## src/rtl/dbrk_pkg.sv

```systemverilog
package dbrk_pkg;
  typedef enum logic [1:0] {
    EXC_NONE   = 2'd0,
    EXC_REEXEC = 2'd1,
    EXC_TRAP   = 2'd2,
    EXC_ADDR   = 2'd3
  } exc_cls_e;
endpackage

```

## src/rtl/dbrk_qual.sv

```systemverilog
module dbrk_qual #(
  parameter int NCH = 4
) (
  input  logic [NCH-1:0] en_i,
  input  logic [NCH-1:0] pre_i,
  input  logic [NCH-1:0] post_i,
  input  logic [NCH-1:0] dacc_i,
  output logic [NCH-1:0] pre_q_o,
  output logic [NCH-1:0] pst_q_o
);
  for (genvar c = 0; c < NCH; c++) begin : g_ch
    assign pre_q_o[c] = en_i[c] & pre_i[c];
    assign pst_q_o[c] = en_i[c] & (post_i[c] | dacc_i[c]);
  end
endmodule

```

## src/rtl/dbrk_decide.sv

```systemverilog
module dbrk_decide #(
  parameter int NCH = 4
) (
  input  logic                 ret_i,
  input  logic                 standby_i,
  input  logic                 dslot_i,
  input  logic                 loop_i,
  input  logic                 reexec_i,
  input  logic                 trap_i,
  input  logic                 addr_i,
  input  logic [NCH-1:0]       pre_q_i,
  input  logic [NCH-1:0]       pst_q_i,
  input  logic [NCH-1:0]       pend_i,
  output logic                 brk_o,
  output logic                 exc_o,
  output dbrk_pkg::exc_cls_e   cls_o,
  output logic [NCH-1:0]       set_o,
  output logic [NCH-1:0]       add_o,
  output logic                 rel_o
);
  import dbrk_pkg::*;

  logic           brk_ok;
  logic [NCH-1:0] pst_eff;

  assign brk_ok  = ret_i & ~standby_i;
  assign pst_eff = brk_ok ? pst_q_i : '0;

  always_comb begin
    brk_o = 1'b0;
    exc_o = 1'b0;
    cls_o = EXC_NONE;
    set_o = '0;
    add_o = '0;
    rel_o = 1'b0;
    if (ret_i) begin
      if (brk_ok && (|pend_i) && !loop_i) begin
        // held break acts ahead of the instruction itself
        brk_o = 1'b1;
        rel_o = 1'b1;
        set_o = pend_i | pre_q_i;
      end else if (brk_ok && (|pre_q_i) && !dslot_i && !loop_i) begin
        brk_o = 1'b1;
        set_o = pre_q_i;
      end else begin
        if (brk_ok && (|pre_q_i)) begin
          add_o = pre_q_i;
        end
        if (addr_i) begin
          exc_o = 1'b1;
          cls_o = EXC_ADDR;
          set_o = pst_eff;
        end else if (reexec_i) begin
          exc_o = 1'b1;
          cls_o = EXC_REEXEC;
        end else if (trap_i) begin
          exc_o = 1'b1;
          cls_o = EXC_TRAP;
          set_o = pst_eff;
        end else if (|pst_eff) begin
          if (loop_i) begin
            add_o = add_o | pst_eff;
          end else begin
            brk_o = 1'b1;
            set_o = pst_eff;
          end
        end
      end
    end
  end
endmodule

```

## src/rtl/dbrk_pend.sv

```systemverilog
module dbrk_pend #(
  parameter int NCH = 4
) (
  input  logic           clk,
  input  logic           rst_n,
  input  logic [NCH-1:0] en_i,
  input  logic [NCH-1:0] add_i,
  input  logic           rel_i,
  output logic [NCH-1:0] pend_o
);
  logic [NCH-1:0] pend_q, pend_n;
  logic           pend_ld;

  always_comb begin
    pend_n  = (rel_i ? '0 : (pend_q | add_i)) & en_i;
    pend_ld = rel_i | (|add_i) | (|(pend_q & ~en_i));
  end

  always_ff @(posedge clk or negedge rst_n) begin
    if (!rst_n)       pend_q <= '0;
    else if (pend_ld) pend_q <= pend_n;
  end

  assign pend_o = pend_q;

  // a channel disabled in one cycle holds nothing in the next
  a_r10_discard: assert property (@(posedge clk) disable iff (!rst_n)
    1'b1 |=> ((pend_q & ~$past(en_i)) == '0));
endmodule

```

## src/rtl/dbrk_flag.sv

```systemverilog
module dbrk_flag #(
  parameter int NCH = 4
) (
  input  logic           clk,
  input  logic           rst_n,
  input  logic [NCH-1:0] set_i,
  input  logic           wr_i,
  input  logic [NCH-1:0] wdata_i,
  output logic [NCH-1:0] flag_o
);
  logic [NCH-1:0] flag_q;

  for (genvar c = 0; c < NCH; c++) begin : g_bit
    logic clr, nxt, ld;
    always_comb begin
      clr = wr_i & ~wdata_i[c];
      nxt = set_i[c] | (flag_q[c] & ~clr);
      ld  = set_i[c] | clr;
    end
    always_ff @(posedge clk or negedge rst_n) begin
      if (!rst_n)  flag_q[c] <= 1'b0;
      else if (ld) flag_q[c] <= nxt;
    end
  end

  assign flag_o = flag_q;

  // a set event always lands, even against a clear
  a_r9_set_wins: assert property (@(posedge clk) disable iff (!rst_n)
    (|set_i) |=> ((flag_q & $past(set_i)) == $past(set_i)));
  // flags hold when neither set nor written
  a_r9_sticky: assert property (@(posedge clk) disable iff (!rst_n)
    (!(|set_i) && !wr_i) |=> (flag_q == $past(flag_q)));
endmodule

```

## src/rtl/dbrk_arbiter.sv

```systemverilog
module dbrk_arbiter #(
  parameter int NCH = 4
) (
  input  logic           clk,
  input  logic           rst_n,
  input  logic [NCH-1:0] brk_en_i,
  input  logic           ret_valid_i,
  input  logic [NCH-1:0] pre_hit_i,
  input  logic [NCH-1:0] post_hit_i,
  input  logic [NCH-1:0] dacc_hit_i,
  input  logic           exc_reexec_i,
  input  logic           exc_trap_i,
  input  logic           exc_addr_i,
  input  logic           rte_dslot_i,
  input  logic           standby_i,
  input  logic           loop_active_i,
  input  logic           flag_wr_i,
  input  logic [NCH-1:0] flag_wdata_i,
  output logic           brk_req_o,
  output logic           exc_acc_o,
  output logic [1:0]     exc_cls_o,
  output logic [NCH-1:0] match_flag_o
);
  import dbrk_pkg::*;

  logic [NCH-1:0] pre_q, pst_q, pend, set_m, add_m;
  logic           brk_n, exc_n, rel;
  exc_cls_e       cls_n;
  logic           brk_q, exc_q;
  logic [1:0]     cls_q;

  dbrk_qual #(.NCH(NCH)) u_qual (
    .en_i(brk_en_i), .pre_i(pre_hit_i), .post_i(post_hit_i),
    .dacc_i(dacc_hit_i), .pre_q_o(pre_q), .pst_q_o(pst_q)
  );

  dbrk_decide #(.NCH(NCH)) u_dec (
    .ret_i(ret_valid_i), .standby_i(standby_i), .dslot_i(rte_dslot_i),
    .loop_i(loop_active_i), .reexec_i(exc_reexec_i), .trap_i(exc_trap_i),
    .addr_i(exc_addr_i), .pre_q_i(pre_q), .pst_q_i(pst_q), .pend_i(pend),
    .brk_o(brk_n), .exc_o(exc_n), .cls_o(cls_n), .set_o(set_m),
    .add_o(add_m), .rel_o(rel)
  );

  dbrk_pend #(.NCH(NCH)) u_pend (
    .clk(clk), .rst_n(rst_n), .en_i(brk_en_i), .add_i(add_m),
    .rel_i(rel), .pend_o(pend)
  );

  dbrk_flag #(.NCH(NCH)) u_flag (
    .clk(clk), .rst_n(rst_n), .set_i(set_m), .wr_i(flag_wr_i),
    .wdata_i(flag_wdata_i), .flag_o(match_flag_o)
  );

  always_ff @(posedge clk or negedge rst_n) begin
    if (!rst_n) begin
      brk_q <= 1'b0;
      exc_q <= 1'b0;
      cls_q <= 2'd0;
    end else begin
      brk_q <= brk_n;
      exc_q <= exc_n;
      cls_q <= cls_n;
    end
  end

  assign brk_req_o = brk_q;
  assign exc_acc_o = exc_q;
  assign exc_cls_o = cls_q;

  // one outcome per instruction
  a_r11_excl: assert property (@(posedge clk) disable iff (!rst_n)
    !(brk_req_o && exc_acc_o));

  // standby suppresses breaks
  a_r7_standby: assert property (@(posedge clk) disable iff (!rst_n)
    standby_i |=> !brk_req_o);

  // pre-execution break outranks all exceptions
  a_r1_pre_first: assert property (@(posedge clk) disable iff (!rst_n)
    (ret_valid_i && !standby_i && !rte_dslot_i && !loop_active_i &&
     (|(pre_hit_i & brk_en_i)))
    |=> (brk_req_o && !exc_acc_o));

  // re-execution exception wins and leaves flags untouched
  a_r2_reexec: assert property (@(posedge clk) disable iff (!rst_n)
    (ret_valid_i && !standby_i && exc_reexec_i && !exc_addr_i &&
     ((pre_hit_i & brk_en_i) == '0) &&
     (|((post_hit_i | dacc_hit_i) & brk_en_i)) &&
     ((pend == '0) || loop_active_i))
    |=> (exc_acc_o && (exc_cls_o == 2'd1) && !brk_req_o &&
         ((match_flag_o & ~$past(match_flag_o)) == '0)));

  // a delay-slot pre-execution match does not break there
  a_r6_dslot: assert property (@(posedge clk) disable iff (!rst_n)
    (ret_valid_i && rte_dslot_i && (pend == '0) &&
     (((post_hit_i | dacc_hit_i) & brk_en_i) == '0))
    |=> !brk_req_o);
endmodule

```

## config.mk

```make
export PLATFORM = sky130hd
export DESIGN_NAME = dbrk_arbiter
export DESIGN_NICKNAME = d
export VERILOG_FILES = /design/src/rtl/dbrk_pkg.sv /design/src/rtl/dbrk_qual.sv /design/src/rtl/dbrk_decide.sv /design/src/rtl/dbrk_pend.sv /design/src/rtl/dbrk_flag.sv /design/src/rtl/dbrk_arbiter.sv
export SDC_FILE = /design/constraint.sdc
export NUM_CORES = 1
export LEC_CHECK = 0
export BUFFER_PORTS_ARGS = -buffer_cell sky130_fd_sc_hd__clkbuf_2
export CORE_ASPECT_RATIO = 1.4
export CORE_MARGIN = 4
export CORE_UTILIZATION = 35
export CTS_CLUSTER_DIAMETER = 120
export DETAILED_ROUTE_END_ITERATION = 6
export PLACE_DENSITY = 0.73
export REMOVE_ABC_BUFFERS = 1
export SETUP_SLACK_MARGIN = 0.02
export SLEW_MARGIN = 20
export SYNTH_ARGS = -nofsm -noshare
export SYNTH_HDL_FRONTEND = slang
export SYNTH_HIERARCHICAL = 1
export SYNTH_SLANG_ARGS = --single-unit
```

## constraint.sdc

```tcl
create_clock -name clk -period 4.8 [get_ports clk]
set_input_delay 0.24 -clock clk [delete_from_list [all_inputs] [get_ports clk]]
set_output_delay 0.24 -clock clk [all_outputs]
set_load 0.01 [all_outputs]
```

==> out/metrics.cfg <==
[run_status]
status = completed

[clock_network]
htreeDepth = 1
cts_resized = 0
postCtsSetupRepairBufs = 0
cts_tree = yes
numCtsBuffers = 3
insertion_delay_ns = 0.27
clock_tree.root_cell = clkbuf_4
cts_sinks = 12
ctsLongestPathBuffers = 2
cts.clk_slew.worst_paths_ns = 0.08

[global_route]
grtUsageTotal = 0.151
grt_pass1_wl_um = 3430
grt_start_max_net_pins = 13
antenna_found_initial = 0
grt_overflow = 0
grt_pass1_vias = 823

[setup_path]
cp_slowest_cell = nor4_1
critPathArrivalTime_ns = 2.26
end_kind = flip-flop
path_cells = nor4_1 -> o21a_1 -> o21ba_2 -> a22o_1 -> nor2_1 -> nor3b_1
slowest_delay_ns = 0.79
path_max_fanout = 7
cp_data_required_time_ns = 4.98
worst_setup_path_start_kind = flip-flop
critical_path_class = flip-flop to flip-flop

[drt]
finalWirelength_um = 1970
via_per_inst = 5.35
drcViolationCount = 0
firstDrtPassIters = 4
drtAntennaViolNets = 0
wl_per_cell_um = 13.0
vias = 808
drtIter0Drc = 9

[power]
powerDensity_mw_per_mm2 = 250
vdd_ir_drop_max_mv = 0.159
p_leak_nw = 0.522

[finish]
layout-drive-gt1-share = 0.349
diodes = 0
syn2layout_area_growth_pct = 31.0
nets = 160

[logic_synthesis]
yosysUniqueCellTypes = 29
netlist_area_um2 = 782
synth_top_cell_by_area = dfrtp_1
yosysWarnings = 6
ys_seq_elements = 12
syn_avg_cell_area_um2 = 8.79
synth_area_leaders = dfrtp_1 38%, nor2_1 6.7%, nand2b_1 5.6%
yosysTopAreaCellShare = 0.384
seq_area_frac_synth = 0.384
synthCells = 89

[place]
io_buffers = 37
dp_hpwl_um = 1690
gp_congestion = 0.895
place_ws_ns = 2.62

[sta]
max_slew_margin = 0.395
hold_violations = 0
fin_crit_ns = 2.08
fin_setup_tns_ns = 0
setup_viol = 0
fin_crit_sh = 0.432
worst_slew_pin_slew_ns = 0.899
rsz0062_at_grt = no
clock_skew_ns = 0.00407
clock.fmax_ghz = 0.482
slew_violations = 0
timing.final.ws_setup_ns = 2.72

[flow_run]
max-cap-violations = 0

[floorplan]
die_area_mm2 = 0.00307
start_util = 0.363
die_x_um = 48.0
die_y_um = 63.9
rows = 20
pin_count = 38
core_mm2 = 0.00215

[worst_hold_path]
hold_class = primary input to flip-flop

## cell type report
cell class              count  area [um^2]
well taps                  22         27.5
multi-input cells          74          462
inverters                   1         3.75
flip-flops and latches     12          300
fillers                   221         1130
clock buffers               4         36.3
repair buffers             38          195
## Yosys cell counts
library cell,instances
nor2_1,14
dfrtp_1,12
nand2b_1,7
a21o_1,5
o21a_1,5
a21oi_1,4
and2_1,4
nor3_1,4
nor3b_1,4
nor4_1,4
a31oi_1,3
a22o_1,2
a32o_1,2
nand2_1,2
or2_2,2
or3_1,2
a221oi_1,1
buf_6,1
clkbuf_2,1
inv_1,1
nor4b_1,1
o211a_1,1
o21ai_0,1
o21ba_2,1
o21bai_1,1
or2b_1,1
or3_2,1
or3b_1,1
or4_1,1
## placed cells by master, fill, tap and decap left out, drive strengths merged, types with 2 or more instances in the layout
| cell type | count |
|---|---|
| a21oi | 4 |
| a22o | 2 |
| or2 | 2 |
| a21o | 5 |
| nor4 | 4 |
| nand2b | 7 |
| a31oi | 3 |
| o21a | 5 |
| nor3 | 4 |
| nand2 | 2 |
| nor2 | 14 |
| nor3b | 4 |
| clkbuf | 41 |
| a32o | 2 |
| or3 | 3 |
| and2 | 4 |
| dfrtp | 12 |
## kinds of logic after synthesis
group	Yosys count	share of synthesized area
and+or+nand+nor	48	0.344
AOI/OAI and AO/OA	26	0.246
DFF	12	0.384
buffers and inverters	3	0.0256
## critical path, delay by kind of cell (launching register included)
family	cells	cell delay, ns
flip-flops	1	0.39
AND/OR/NAND/NOR	3	1.00
AO/OA/AOI/OAI	3	0.60
## registers in the layout, summed over array words and instances, names as in the netlist
name,count
u_flag/flag_o,4
u_pend/pend_o,4
exc_cls_o,2
brk_req_o,1
exc_acc_o,1
## power breakdown
group	total, mW	switching, mW	internal [mW]
combinational	0.0649	0.0339	0.0310
clock	0.0786	0.0326	0.0460
sequential	0.113	0.00388	0.109
total	0.257	0.0703	0.186
## routing by layer
layer | GRT usage | vias up | wire [um]
met5 | 0 | - | 0
met3 | 0.0479 | 2 | 130
li1 | - | 409 | -
met1 | 0.170 | 371 | 743
met2 | 0.263 | 26 | 1070
met4 | 0.0303 | 0 | 19
## final timing paths
path                                  start               end  slack [ns]  cells past startpoint
max                        u_pend/pend_o[0]  u_pend/pend_o[0]        2.72                      6
min                             brk_en_i[2]  u_pend/pend_o[2]        0.22                      2
max reg2reg                u_pend/pend_o[0]  u_pend/pend_o[0]        2.72                      6
min reg2reg                u_flag/flag_o[2]  u_flag/flag_o[2]        0.49                      1
max in group asynchronous             rst_n  u_flag/flag_o[0]        4.18                      2
min in group asynchronous             rst_n  u_pend/pend_o[2]        0.39                      2
## metrics by stage
step / hold WS, ns / power [mW] / instances / util / instance area, um^2
after floorplan: -0.0556 / 0.149 / 87 / - / 766
after global placement: 0.147 / 0.179 / 146 / 0.455 / 978
after detailed placement: 0.150 / 0.180 / 146 / 0.455 / 978
after CTS: 0.223 / 0.260 / 151 / 0.476 / 1020
after global routing: 0.223 / 0.274 / 151 / 0.476 / 1020
final: 0.225 / 0.257 / 151 / 0.476 / 1020
## repair_timing
action,CTS,global route
setup endpoints to repair,0,0
hold endpoints to repair,12,0
hold buffers,1,0
Power figures use the tool's default switching activity.
